### src/rtl/alarm_irq_pkg.sv
package alarm_irq_pkg;
    localparam int unsigned N_ALARM  = 2;
    localparam int unsigned N_FIELD  = 4;
    localparam int unsigned FIELD_W  = 8;
    localparam int unsigned MASK_BIT = FIELD_W - 1;
    localparam int unsigned SET_W    = N_FIELD * FIELD_W;

    typedef struct packed {
        logic [N_ALARM-1:0] flag;
    } alarm_state_t;
endpackage

### src/rtl/alarm_field_match.sv
module alarm_field_match
    import alarm_irq_pkg::*;
(
    input  logic [SET_W-1:0] now_time,
    input  logic [SET_W-1:0] alm_cfg,
    output logic             hit
);
    logic [N_FIELD-1:0] fld_ok;

    for (genvar f = 0; f < N_FIELD; f++) begin : g_fld
        logic [FIELD_W-1:0] cfg_b;
        logic [FIELD_W-1:0] now_b;
        assign cfg_b = alm_cfg[f*FIELD_W +: FIELD_W];
        assign now_b = now_time[f*FIELD_W +: FIELD_W];
        assign fld_ok[f] = cfg_b[MASK_BIT] ||
                           (cfg_b[MASK_BIT-1:0] == now_b[MASK_BIT-1:0]);
    end

    assign hit = &fld_ok;
endmodule

### src/rtl/alarm_irq_route.sv
module alarm_irq_route
    import alarm_irq_pkg::*;
(
    input  logic [N_ALARM-1:0] flag,
    input  logic [N_ALARM-1:0] irq_en,
    input  logic               route_sep,
    output logic [N_ALARM-1:0] irq_n
);
    logic [N_ALARM-1:0] req;
    assign req = flag & irq_en;

    always_comb begin
        irq_n = '1;
        if (route_sep) begin
            irq_n = ~req;
        end else begin
            irq_n[0] = ~(|req);
        end
    end
endmodule

### src/rtl/alarm_match_irq.sv
module alarm_match_irq
    import alarm_irq_pkg::*;
(
    input  logic                     clk,
    input  logic                     rst_n,
    input  logic                     upd_stb,
    input  logic [SET_W-1:0]         now_time,
    input  logic [N_ALARM*SET_W-1:0] alm_set,
    input  logic [N_ALARM-1:0]       ptr_touch,
    input  logic                     route_sep,
    input  logic [N_ALARM-1:0]       irq_en,
    output logic [7:0]               status_byte,
    output logic [N_ALARM-1:0]       irq_n
);
    alarm_state_t st_d, st_q;
    logic [N_ALARM-1:0] hit;

    for (genvar a = 0; a < N_ALARM; a++) begin : g_alm
        alarm_field_match u_match (
            .now_time (now_time),
            .alm_cfg  (alm_set[a*SET_W +: SET_W]),
            .hit      (hit[a])
        );
    end

    always_comb begin
        st_d = st_q;
        for (int a = 0; a < N_ALARM; a++) begin
            if (ptr_touch[a]) st_d.flag[a] = 1'b0;
            if (upd_stb && hit[a]) st_d.flag[a] = 1'b1;
        end
    end

    always_ff @(posedge clk or negedge rst_n) begin
        if (!rst_n) st_q <= '0;
        else        st_q <= st_d;
    end

    assign status_byte = {{(8-N_ALARM){1'b0}}, st_q.flag};

    alarm_irq_route u_route (
        .flag      (st_q.flag),
        .irq_en    (irq_en),
        .route_sep (route_sep),
        .irq_n     (irq_n)
    );


    flag0_rise_needs_upd_chk: assert property (@(posedge clk) disable iff (!rst_n)
        $rose(status_byte[0]) |-> $past(upd_stb));

    flag1_rise_needs_upd_chk: assert property (@(posedge clk) disable iff (!rst_n)
        $rose(status_byte[1]) |-> $past(upd_stb));

    touch0_clears_chk: assert property (@(posedge clk) disable iff (!rst_n)
        (ptr_touch[0] && !upd_stb) |=> !status_byte[0]);

    touch1_clears_chk: assert property (@(posedge clk) disable iff (!rst_n)
        (ptr_touch[1] && !upd_stb) |=> !status_byte[1]);

    flag_hold_chk: assert property (@(posedge clk) disable iff (!rst_n)
        (!upd_stb && ptr_touch == '0) |=> $stable(status_byte));

    merged_line1_idle_chk: assert property (@(posedge clk) disable iff (!rst_n)
        !route_sep |-> irq_n[1]);

    low_line_has_source_chk: assert property (@(posedge clk) disable iff (!rst_n)
        !irq_n[0] |-> ((status_byte[0] && irq_en[0]) || (status_byte[1] && irq_en[1])));
endmodule

### config.mk
export PLATFORM = sky130hd
export DESIGN_NAME = alarm_match_irq
export DESIGN_NICKNAME = d
export VERILOG_FILES = /design/src/rtl/alarm_irq_pkg.sv /design/src/rtl/alarm_field_match.sv /design/src/rtl/alarm_irq_route.sv /design/src/rtl/alarm_match_irq.sv
export SDC_FILE = /design/constraint.sdc
export NUM_CORES = 1
export LEC_CHECK = 0
export BUFFER_PORTS_ARGS = -buffer_cell sky130_fd_sc_hd__buf_4
export CAP_MARGIN = 20
export CORE_ASPECT_RATIO = 0.75
export CORE_MARGIN = 2
export CORE_UTILIZATION = 30
export DETAILED_ROUTE_END_ITERATION = 10
export PLACE_DENSITY_LB_ADDON = 0.2
export SLEW_MARGIN = 25
export SYNTH_ARGS = -nofsm -noshare
export SYNTH_HDL_FRONTEND = slang
export SYNTH_HIERARCHICAL = 1
export SYNTH_SLANG_ARGS = --single-unit
### constraint.sdc
create_clock -name clk -period 0.9 [get_ports clk]
set_input_delay 0.18 -clock clk [delete_from_list [all_inputs] [get_ports clk]]
set_output_delay 0.18 -clock clk [all_outputs]
set_load 0.01 [all_outputs]
# Word level (Yosys, flattened, before mapping)
# Cells that the tools add are included.
[word_totals] ff_bits=2 input_bits=104 out_inout_bits=10 elab_cells=34
[classes] n_eq_ne=8 n_mux=6 bitwise=3 n_reduce_logical=15
[op_table] operator="$eq 7x7->1" count=8
[op_table] operator="$logic_or 1x1->1" count=8
[op_table] operator="$reduce_and 4->1" count=2
[op_table] operator="$mux 1" count=6
[op_table] operator="$reduce_bool 2->1" count=2
[op_table] operator="$and 2x2->2" count=1
[op_table] operator="$logic_and 1x1->1" count=2
[op_table] operator="$not 2->2" count=1
[op_table] operator="$reduce_or 2->1" count=1
[op_table] operator="$not 1->1" count=1

# Depth between registers and ports, before layout
# Gate-level depths: netlist of the first run.
[logic_depth] ltp_word=5 ltp_mapped=6 ltp_nobuf=6

# Cells and area by module
# The synthesis of the first run kept the hierarchy.
[modules_own_cells] module="alarm_field_match" n_inst=2 cells_each=37 area_each_um2=311.5 seq_area_each_um2=0.0
[modules_own_cells] module="alarm_match_irq" n_inst=1 cells_each=15 area_each_um2=131.4 seq_area_each_um2=50.0
[modules_own_cells] module="alarm_irq_route" n_inst=1 cells_each=3 area_each_um2=23.8 seq_area_each_um2=0.0

# Least setup slack after synthesis of the first run
# No wires, ideal clock.
[synth_path] path_kind="input-to-reg" startpoint="in now_time[30]" endpoint="reg st_q[1] (netlist name)" setup_ns=0.074 arrival_ns=1.106 t_required_ns=0.826 slack_ns=-0.280 stages=6 n_path_buf=0 path_cell_list="xor2_1 > nor4_1 > a41oi_1 > nor4_1 > nand2_1 > o21ai_2"
[synth_via] elab_chain_cells=5 word_cells_on_any_way=6 cone_classes="1 x eq/ne; 1 x mux; 4 x reduce/logical"
[synth_rtl] item="from (decl)" line_no="alarm_match_irq.sv:7" text="input logic [SET_W-1:0] now_time,"
[synth_rtl] item="$eq 7x7->1 (*)" line_no="alarm_field_match.sv:16" text="(cfg_b[MASK_BIT-1:0] == now_b[MASK_BIT-1:0]);"
[synth_rtl] item="$logic_or 1x1->1 (*)" line_no="alarm_field_match.sv:15" text="assign fld_ok[f] = cfg_b[MASK_BIT] ||"
[synth_rtl] item="$reduce_and 4->1 (*)" line_no="alarm_field_match.sv:19" text="assign hit = &fld_ok;"
[synth_rtl] item="net hit[1]" line_no="alarm_match_irq.sv:16" text="logic [N_ALARM-1:0] hit;"
[synth_rtl] item="$logic_and 1x1->1 (*)" line_no="alarm_match_irq.sv:30" text="if (upd_stb && hit[a]) st_d.flag[a] = 1'b1;"
[synth_rtl] item="$mux 1 or $reduce_bool 2->1 (tied branches)"
[synth_rtl] item="to (signal assigned)" line_no="alarm_match_irq.sv:36" text="else st_q <= st_d;"
[synth_rtl] item="to (decl)" line_no="alarm_match_irq.sv:15" text="alarm_state_t st_d, st_q;"
# The timed path passes the listed nets; every way through them passes the cells marked *.
# A chain may end at the register's enable or synchronous reset.

# Worst setup path in the final report of the first run
[layout_path] startpoint="in alm_set[13]" endpoint="reg st_q[0] (netlist name)"
[layout_via] elab_chain_cells=5 word_cells_on_any_way=6 cone_classes="1 x eq/ne; 1 x mux; 4 x reduce/logical"
[layout_rtl] item="from (decl)" line_no="alarm_match_irq.sv:8" text="input logic [N_ALARM*SET_W-1:0] alm_set,"
[layout_rtl] item="$eq 7x7->1 (*)" line_no="alarm_field_match.sv:16"
[layout_rtl] item="$logic_or 1x1->1 (*)" line_no="alarm_field_match.sv:15"
[layout_rtl] item="$reduce_and 4->1 (*)" line_no="alarm_field_match.sv:19"
[layout_rtl] item="net hit[0]" line_no="alarm_match_irq.sv:16"
[layout_rtl] item="$logic_and 1x1->1 (*)" line_no="alarm_match_irq.sv:30"
[layout_rtl] item="$mux 1 or $reduce_bool 2->1 (tied branches)"
# Marked as above.

==> flow_summary.yaml, run 1 <==
synthesis:
  ys_warn_count: 6
  yosysSeqAreaShare_pct: 6.43
  syn_area_um2: 778
  synth.most_common_cell: "xor2_1"
  synth_edf_count: 0
  synth_commonest_cells: "xor2_1 (32), xnor2_1 (24), nor4_1 (10)"
  netlist.area_leader.share_pct: 36.0
  synth_seq_cells: 2
  syn-mean-instance-area_um2: 8.46
  synth-async-reset-ratio_pct: 100
  syn_inst: 92
  yosysTopAreaCell: "xor2_1"
  yosys.cell_types.count: 12
  synthFlopType: "dfrtp_1"
  synth_area_leaders: "xor2_1 (36%), xnor2_1 (27%), a41oi_1 (9.0%)"
drt:
  routed_via_density: 4.45
  routed_wl_um: 3010
  drcViolationCount: 0
  routedWlPerCell_um: 12.7
  drtIter0Drc: 3
  dr.pass1.iters: 2
  vias: 1050
  antenna_left: 0
worst_setup_path:
  cpPeakStageDelay_ps: 310
  arrival_ps: 1360
  crit_chain: "buf_4 -> xor2_2 -> nor4_2 -> a41oi_1 -> nor4_2 -> nand2_1 -> o21ai_2"
  slowest_stage: "nor4_2"
  cp_top_family: "simple AND/OR/NAND/NOR gates"
  endpoint_kind: "flop"
  critical_path_class: "input port to flop"
  cp.required_ps: 1050
  crit_buf_inv: 1
  start_kind: "input port"
  crit_fanout: 1
  path_common_cell: "nor4_2"
floorplan:
  die_w_um: 62.8
  pin_count: 114
  coreArea_mm2: 0.00238
  rows: 15
  die_area_mm2: 0.00302
  die_y_um: 48.1
  initial_core_util_pct: 32.7
placement:
  gp_congestion: 0.768
  io_buffers: 103
  dp.cells: 229
  dp_slack_ps: -616
  placed_area_mm2: 0.00158
  hpwl_um: 2640
sta:
  hold_viol: 0
  grt_setup_unrepaired: "true"
  finalCritPeriodShare_pct: 135
  setup_viol: 6
  max_freq_mhz: 825
  setup_tns_ps: -1420
  skew_ps: 0
  slew_viol_final: 0
  whs_ps: 121
  setup_slack_ps: -311
  fin_crit_ps: 1210
final_layout:
  top_register: "st_q"
  design_area_mm2: 0.00176
  largest_reg_flops: 2
  drive_gt1_share_pct: 61.9
  multi_input_area_um2: 774
  num_antenna_cells: 0
  fin_nets: 308
  stdcell_count: 236
  seq_area_um2: 50.0
  area_delta_synth_final_pct: 126
  top_regs: "st_q x2"
  n_fill_cell: 181
  finish.utilization_pct: 73.8
power:
  power_mw: 1.04
  vdd.ir_drop.worst_mv: 0.361
  total_leakage_power_nw: 0.820
  powerDensity_mw_per_mm2: 592
grt:
  antenna_found_initial: 0
  grt_util_all_layers_pct: 18.6
  grt_pass1_vias: 1060
  grt_overflow: 0
  grt_pass1_wl_um: 4320
  grt_max_degree: 4
worst_hold_path:
  hold_class: "input port to flop"
clock_network:
  clockBufferDepth: 2
  clock-sinks: 2
  cts_root_buf: "clkbuf_4"
  tritoncts: "built"
  worstSkewPairLatency_ps: 220
  clk_pin_slew_ps: 30
  htreeDepth: 1
  cts-buffers-inserted: 3
outcome:
  run_status: "complete, but fails checks"
  violations: "setup timing"
job:
  drv_cap: 0
-- layout by cell type (no fill, tap or decap) --
master / count
xnor2_1: 24
o21ai_2: 2
nand3_2: 1
a41oi_2: 2
inv_1: 2
nor4_2: 6
xor2_1: 29
a41oi_1: 6
buf_6: 13
dfrtp_1: 2
nand2_1: 3
xor2_2: 3
nor4_1: 4
clkbuf_4: 3
dlygate4sd3_1: 1
conb_1: 6
buf_4: 94
a2bb2oi_2: 1
-- cells by family after synthesis --
group	after synthesis	synth area share, %
XOR/XNOR	56	63.0
AND/OR/NAND/NOR	14	10.1
AO/OA/AOI/OAI	11	13.2
buffers and inverters	8	6.75
flip-flops	2	6.43
other	1	0.482
-- routing by layer --
metal	GRT usage (%)	vias up	wire length, um
met2	41.3	54	1720
met5	0	-	0
met1	17.8	464	1040
li1	-	530	-
met3	4.39	2	233
met4	7.11	0	13
-- what timing repair did --
item                                    4_1_cts  5_1_grt
setup buffers                                 0        3
endpoints found under the hold margin         2        0
hold buffers                                  1        0
endpoints found under the setup margin        6        6
resized for setup                             9       16
pin swaps                                     9       15
-- report_power, final --
group	internal (mW)	switching [mW]	leakage, nW	total, mW
logic	0.471	0.276	0.779	0.747
clock network	0.147	0.0505	0.0138	0.198
registers	0.0942	0.00353	0.0274	0.0978
total	0.712	0.330	0.820	1.04
-- worst register-to-register path: cells and delay by family, from the launching register on --
family	cells	cell delay, ps
buf+inv	4	410
compound gates	1	50
flops	1	380
-- layout make-up --
class / instances / area share, %
Timing Repair Buffer: 108 / 49.0
Clock buffer: 3 / 1.28
Tap cell: 34 / 2.42
Multi-Input combinational cell: 87 / 44.0
Sequential cell: 2 / 2.84
Inverter: 2 / 0.427
-- worst paths after layout --
kind	startpoint	slack, ps	cells after the start	to
max in group asynchronous	rst_n	520	2	st_q[0]$_DFFE_PN0P_
hold reg to reg	st_q[0]$_DFFE_PN0P_	580	2	st_q[0]$_DFFE_PN0P_
setup / recovery	alm_set[13]	-310	7	st_q[0]$_DFFE_PN0P_
hold / removal	ptr_touch[0]	120	2	st_q[0]$_DFFE_PN0P_
min in group asynchronous	rst_n	290	2	st_q[1]$_DFFE_PN0P_
setup reg to reg	st_q[1]$_DFFE_PN0P_	-50	5	st_q[1]$_DFFE_PN0P_
(Power assumes the default switching activity.)
==> run 2: changes to the inputs <==
--- a/config.mk
+++ b/config.mk
@@ -5,12 +5,13 @@
 export SDC_FILE = /design/constraint.sdc
 export NUM_CORES = 1
 export LEC_CHECK = 0
-export BUFFER_PORTS_ARGS = -buffer_cell sky130_fd_sc_hd__buf_4
+export ABC_AREA = 1
 export CAP_MARGIN = 20
 export CORE_ASPECT_RATIO = 0.75
 export CORE_MARGIN = 2
-export CORE_UTILIZATION = 30
+export CORE_UTILIZATION = 45
 export DETAILED_ROUTE_END_ITERATION = 10
+export DONT_BUFFER_PORTS = 1
 export PLACE_DENSITY_LB_ADDON = 0.2
 export SLEW_MARGIN = 25
 export SYNTH_ARGS = -nofsm -noshare
==> constraint.sdc (replaced) <==
create_clock -name clk -period 1.3 [get_ports clk]
set_input_delay 0.26 -clock clk [delete_from_list [all_inputs] [get_ports clk]]
set_output_delay 0.26 -clock clk [all_outputs]
set_load 0.01 [all_outputs]
==> run 2 against run 1 <==
Against the previous run:
- the run now ends clean
- via count is 13% higher
- final area is 30% lower
- clock power is 31% lower
- final cell count is 25% higher
- sequential power is 30% lower
- clock skew stayed put
- critical path depth is 4 lower
- critical endpoint is now irq_n[0]
- largest power group unchanged
==> flow_summary.yaml, run 2 <==
outcome:
  run_status: "complete, no violations"
final_layout:
  drive_gt1_share_pct: 1.94
  design_area_mm2: 0.00123
  final_cell_mix: "nand2_1 (128), inv_1 (65), xnor2_1 (22), nor2_1 (20)"
  largest_reg_flops: 2
  area_delta_synth_final_pct: 4.34
  top_register: "st_q"
  fin_nets: 364
  num_antenna_cells: 0
  finish.utilization_pct: 48.5
  top_regs: "st_q x2"
  mostFrequentLayoutCell: "nand2_1"
  stdcell_count: 294
synthesis:
  yosysSeqAreaShare_pct: 4.24
  syn-mean-instance-area_um2: 4.63
  yosysTopAreaCell: "nand2_1"
  synth_area_leaders: "nand2_1 (41%), inv_1 (21%), xnor2_1 (16%)"
  syn_inst: 255
  yosys.cell_types.count: 10
  syn_area_mm2: 0.00118
  synth_seq_cells: 2
  synth-async-reset-ratio_pct: 100
  synth_edf_count: 0
  synthFlopType: "dfrtp_1"
  netlist.area_leader.share_pct: 40.7
  synth.most_common_cell: "nand2_1"
  ys_warn_count: 6
  synth_commonest_cells: "nand2_1 (128), inv_1 (65), xnor2_1 (22)"
clock_network:
  worstSkewPairLatency_ps: 220
  clk_pin_slew_ps: 30
  htreeDepth: 1
  postCtsSetupRepairBufs: 0
  cts_root_buf: "clkbuf_4"
  tritoncts: "built"
  clockBufferDepth: 2
  clock-sinks: 2
  cts-buffers-inserted: 3
placement:
  dp.cells: 290
  io_buffers: 0
  hpwl_um: 2130
  gp_congestion: 0.664
  placed_area_mm2: 0.00120
drt:
  routed_via_density: 4.04
  routedWlPerCell_um: 7.74
  routed_wl_um: 2280
  vias: 1188
  dr.pass1.iters: 3
  drtIter0Drc: 36
  antenna_left: 0
  drcViolationCount: 0
sta:
  fin_crit_ps: 1220
  setup_viol: 0
  max_freq_mhz: 822
  grt_setup_unrepaired: "false"
  finalCritPeriodShare_pct: 93.6
  skew_ps: 0
  slew_viol_final: 0
  setup_tns_ps: 0
  hold_viol: 0
floorplan:
  pin_count: 114
  die_w_um: 63.2
  initial_core_util_pct: 46.5
  coreArea_mm2: 0.00254
  die_y_um: 48.4
  rows: 16
  die_area_mm2: 0.00305
worst_setup_path:
  slowest_stage: "dfrtp_1"
  crit_buf_inv: 0
  path_common_cell: "nor2_1"
  start_kind: "flop"
  crit_chain: "nand2_1 -> nor2_1 -> nor2_1"
  cp_top_family: "flip-flops"
  crit_fanout: 4
  cpPeakStageDelay_ps: 430
  arrival_ps: 960
  endpoint_kind: "output pin"
  cp.required_ps: 1040
  critical_path_class: "flop to output pin"
grt:
  grt_pass1_wl_um: 3860
  grt_pass1_vias: 1076
  grt_util_all_layers_pct: 14.7
  antenna_found_initial: 0
  grt_overflow: 0
  grt_max_degree: 5
worst_hold_path:
  hold_class: "input port to flop"
power:
  powerDensity_mw_per_mm2: 373
  vdd.ir_drop.worst_mv: 0.158
  power_mw: 0.460
  total_leakage_power_nw: 0.866
job:
  drv_cap: 0
[run 2: cell type report]
type | instances | area, um2
repair buffers | 1 | 10.0
clock buffers | 3 | 22.5
well taps | 36 | 45.0
flip-flops and latches | 2 | 50.0
inverters | 65 | 244
fillers | 317 | 1310
multi-input cells | 187 | 861
[run 2: report_power, final]
| part | switching (mW) | internal [mW] | total [mW] |
|---|---|---|---|
| sequential | 0.00355 | 0.0651 | 0.0686 |
| clock | 0.0350 | 0.102 | 0.137 |
| combinational | 0.122 | 0.133 | 0.254 |
[run 2: metal layers]
layer | vias to the layer above | share of wire, % | global-route usage (%)
li1 | 698 | - | -
met5 | - | 0 | 0
met4 | 0 | 0 | 3.33
met2 | 61 | 42 | 25.4
met1 | 429 | 45 | 19.1
met3 | 0 | 13 | 2.79
[run 2: path summary, 6_finish.rpt]
check | from | to | slack [ps] | cells past startpoint
min in group asynchronous | rst_n | st_q[1]$_DFFE_PN0P_ | 270 | 1
hold reg to reg | st_q[0]$_DFFE_PN0P_ | st_q[0]$_DFFE_PN0P_ | 580 | 2
hold / removal | upd_stb | st_q[1]$_DFFE_PN0P_ | 150 | 2
setup / recovery | st_q[1]$_DFFE_PN0P_ | irq_n[0] | 80 | 3
max in group asynchronous | rst_n | st_q[0]$_DFFE_PN0P_ | 900 | 1
setup reg to reg | st_q[1]$_DFFE_PN0P_ | st_q[1]$_DFFE_PN0P_ | 620 | 2
[run 2: metrics by stage]
stage / hold slack (ps) / worst slack (ps)
2_1_floorplan: -35.6 / 356
3_3_place_gp: -35.5 / 284
4_1_cts: 152 / 80.2
6_report: 152 / 82.8
3_5_place_dp: -35.5 / 275
5_1_grt: 167 / 27.6
[run 2: what timing repair did]
item,4_1_cts,5_1_grt
hold endpoints to repair,2,0
setup endpoints to repair,0,0
resized for setup,0,0
hold buffers,1,0
[run 2: logic make-up (layout without fill, tap and decap cells)]
family,Yosys count,after routing,share of synthesized area [%]
compound gates,2,2,1.91
xor+xnor,28,28,20.8
buf+inv,71,69,24.5
flops,2,2,4.24
other cells,1,6,0.317
simple gates,151,151,48.3
==> run 3: changes to the inputs <==
--- a/config.mk
+++ b/config.mk
@@ -7,14 +7,15 @@
 export LEC_CHECK = 0
 export ABC_AREA = 1
 export CAP_MARGIN = 20
+export CELL_PAD_IN_SITES_DETAIL_PLACEMENT = 1
+export CELL_PAD_IN_SITES_GLOBAL_PLACEMENT = 2
 export CORE_ASPECT_RATIO = 0.75
 export CORE_MARGIN = 2
-export CORE_UTILIZATION = 45
+export CORE_UTILIZATION = 22
 export DETAILED_ROUTE_END_ITERATION = 10
 export DONT_BUFFER_PORTS = 1
 export PLACE_DENSITY_LB_ADDON = 0.2
 export SLEW_MARGIN = 25
 export SYNTH_ARGS = -nofsm -noshare
 export SYNTH_HDL_FRONTEND = slang
-export SYNTH_HIERARCHICAL = 1
 export SYNTH_SLANG_ARGS = --single-unit
==> constraint.sdc (replaced) <==
create_clock -name clk -period 1 [get_ports clk]
set_input_delay 0.2 -clock clk [delete_from_list [all_inputs] [get_ports clk]]
set_output_delay 0.2 -clock clk [all_outputs]
set_load 0.01 [all_outputs]
==> run 3 against run 2 <==
Against the previous run:
- the flow now finishes with violations (setup timing)
- sequential cell count is the same
- largest cell class unchanged
- routed wire length increased by 28%
- final cell count down 6.8%
- register-to-register slack worse by 520 ps
- clock power grew 130%
- clock skew stayed put
- worst hold slack improved by 8.2 ps
- count of clock-buffer cells in the layout stayed put
- synthesized cell count is 17% lower
- critical endpoint unchanged
==> flow_summary.yaml, run 3 <==
grt:
  grt_pass1_vias: 1142
  grt_pass1_wl_um: 4510
  antenna_found_initial: 0
  grt_util_all_layers_pct: 10.1
  grt_overflow: 0
  grt_max_degree: 4
clock_network:
  cts-buffers-inserted: 3
  clock-sinks: 2
  clockBufferDepth: 2
  tritoncts: "built"
  cts_root_buf: "clkbuf_8"
  clk_pin_slew_ps: 30
  worstSkewPairLatency_ps: 210
  htreeDepth: 1
sta:
  max_freq_mhz: 961
  grt_setup_unrepaired: "true"
  hold_viol: 0
  setup_tns_ps: -78.4
  skew_ps: 0
  setup_viol: 2
  slew_viol_final: 0
  finalCritPeriodShare_pct: 104
  setup_slack_ps: -40.8
  whs_ps: 161
  fin_crit_ps: 1040
power:
  total_leakage_power_nw: 0.692
  clockPowerShare_pct: 42.1
  power_mw: 0.740
  powerDensity_mw_per_mm2: 618
  pwr-share-comb_pct: 46.1
  seqPwrFrac_pct: 11.8
  switching_share_pct: 29.9
  switchingPower_mw: 0.222
  vdd.ir_drop.worst_mv: 0.237
  p_int_mw: 0.519
worst_setup_path:
  rr_endpoint: "st_q[0]$_DFFE_PN0P_"
  reg2reg_from: "st_q[0]$_DFFE_PN0P_"
  cpPeakStageDelay_ps: 380
  crit_chain: "nand2_1 -> nor2_1 -> a21oi_2"
  start_kind: "flop"
  crit_fanout: 2
  reg2reg_slack_ps: 100
  critical_path_class: "flop to output pin"
  slowest_stage: "dfrtp_1"
  cp_top_family: "flip-flops"
  cp.required_ps: 800
  endpoint_kind: "output pin"
  r2r.worst_path.cells: 4
  arrival_ps: 840
  crit_buf_inv: 0
final_layout:
  finish.utilization_pct: 26.2
  num_antenna_cells: 0
  stdcell_count: 274
  n_fill_cell: 655
  design_area_mm2: 0.00120
  fin_nets: 323
  largest_reg_flops: 2
  top_register: "st_q"
  drive_gt1_share_pct: 6.45
  top_regs: "st_q x2"
  area_delta_synth_final_pct: 11.9
  final_cell_mix: "nand2_1 (93), inv_1 (38), xnor2_1 (27), nor2_1 (23), xor2_1 (7)"
  mostFrequentLayoutCell: "nand2_1"
drt:
  routedWlPerCell_um: 10.7
  routed_wl_um: 2920
  drcViolationCount: 0
  antenna_left: 0
  vias: 1097
  drtIter0Drc: 19
  dr.pass1.iters: 4
  routed_via_density: 4.00
synthesis:
  synth-async-reset-ratio_pct: 100
  synthFlopType: "dfrtp_1"
  syn_inst: 211
  ys_warn_count: 0
  synth_area_leaders: "nand2_1 (33%), xnor2_1 (22%), inv_1 (13%)"
  synth_commonest_cells: "nand2_1 (93), inv_1 (38), xnor2_1 (27)"
  synth_edf_count: 0
  syn-mean-instance-area_um2: 5.07
  synth.most_common_cell: "nand2_1"
  netlist.area_leader.share_pct: 32.6
  yosysSeqAreaShare_pct: 4.68
  syn_area_mm2: 0.00107
  yosysTopAreaCell: "nand2_1"
  synth_seq_cells: 2
  yosys.cell_types.count: 13
placement:
  placed_area_mm2: 0.00113
  dp.cells: 269
  gp_congestion: 0.643
  hpwl_um: 2820
  dp_slack_ps: 41.9
  io_buffers: 0
floorplan:
  die_area_mm2: 0.00544
  initial_core_util_pct: 23.4
  die_w_um: 84.5
  pin_count: 114
  rows: 21
  die_y_um: 64.4
  coreArea_mm2: 0.00457
outcome:
  violations: "setup timing"
  run_status: "complete, but fails checks"
worst_hold_path:
  hold_start: "upd_stb"
  holdPathEnd: "st_q[1]$_DFFE_PN0P_"
  whs_path_depth: 2
  hold_class: "input port to flop"
job:
  drv_cap: 0
-- run 3: cell type report --
type                            instances  area (um2)  share of cell area, %
Timing Repair Buffer                    4        32.5                   2.72
Sequential cell                         2        50.0                   4.18
Clock buffer                            3        41.3                   3.45
Multi-Input combinational cell        168         852                   71.2
Inverter                               40         150                   12.5
Tap cell                               57        71.3                   5.96
-- run 3: worst register-to-register path, cell delays in order, from the launching register on --
cell	delay (ps)
dfrtp_1	400
buf_4	140
inv_1	50
nor2_1	30
o21bai_2	170
-- run 3: worst max path at each step --
stage,slack (ps),to,cells past startpoint,startpoint
floorplan,70,irq_n[0],3,st_q[1]$_DFFE_PN0P_
global placement,50,st_q[1]$_DFFE_PN0P_,7,now_time[13]
detailed placement,40,st_q[0]$_DFFE_PN0P_,7,alm_set[13]
CTS,-50,irq_n[1],2,st_q[1]$_DFFE_PN0P_
global route,-90,irq_n[0],3,st_q[1]$_DFFE_PN0P_
finish,-40,irq_n[0],3,st_q[1]$_DFFE_PN0P_
-- run 3: layer usage --
| layer | track usage (%) | vias up | routed length (um) |
|---|---|---|---|
| li1 | - | 604 | - |
| met3 | 3.10 | 2 | 396 |
| met4 | 2.98 | 0 | 19 |
| met5 | 0 | - | 0 |
| met2 | 16.3 | 64 | 1270 |
| met1 | 12.9 | 427 | 1240 |
-- run 3: logic make-up after synthesis --
logic type                count (synthesis)  synth area share [%]
AOI/OAI and AO/OA                         6                  5.38
xor gates and xnor gates                 34                  27.8
buffers and inverters                    46                  18.2
DFF                                       2                  4.68
other                                     1                 0.351
and+or+nand+nor                         122                  43.5
-- run 3: power by group through the flow --
stage | clock, mW | combinational (mW) | sequential (mW)
after floorplan | 0 | 0.306 | 0.0896
after global placement | 0 | 0.339 | 0.0883
after detailed placement | 0 | 0.342 | 0.0884
after CTS | 0.324 | 0.349 | 0.0880
after global routing | 0.332 | 0.403 | 0.0882
final | 0.311 | 0.341 | 0.0877
-- run 3: timing repair --
action | 4_1_cts | 5_1_grt
gates resized for setup | 2 | 0
endpoints found under the hold margin | 2 | 0
buffers inserted | 0 | 1
gates cloned | 0 | 0
pin swaps | 1 | 0
endpoints found under the setup margin | 2 | 3
hold buffers | 1 | 0
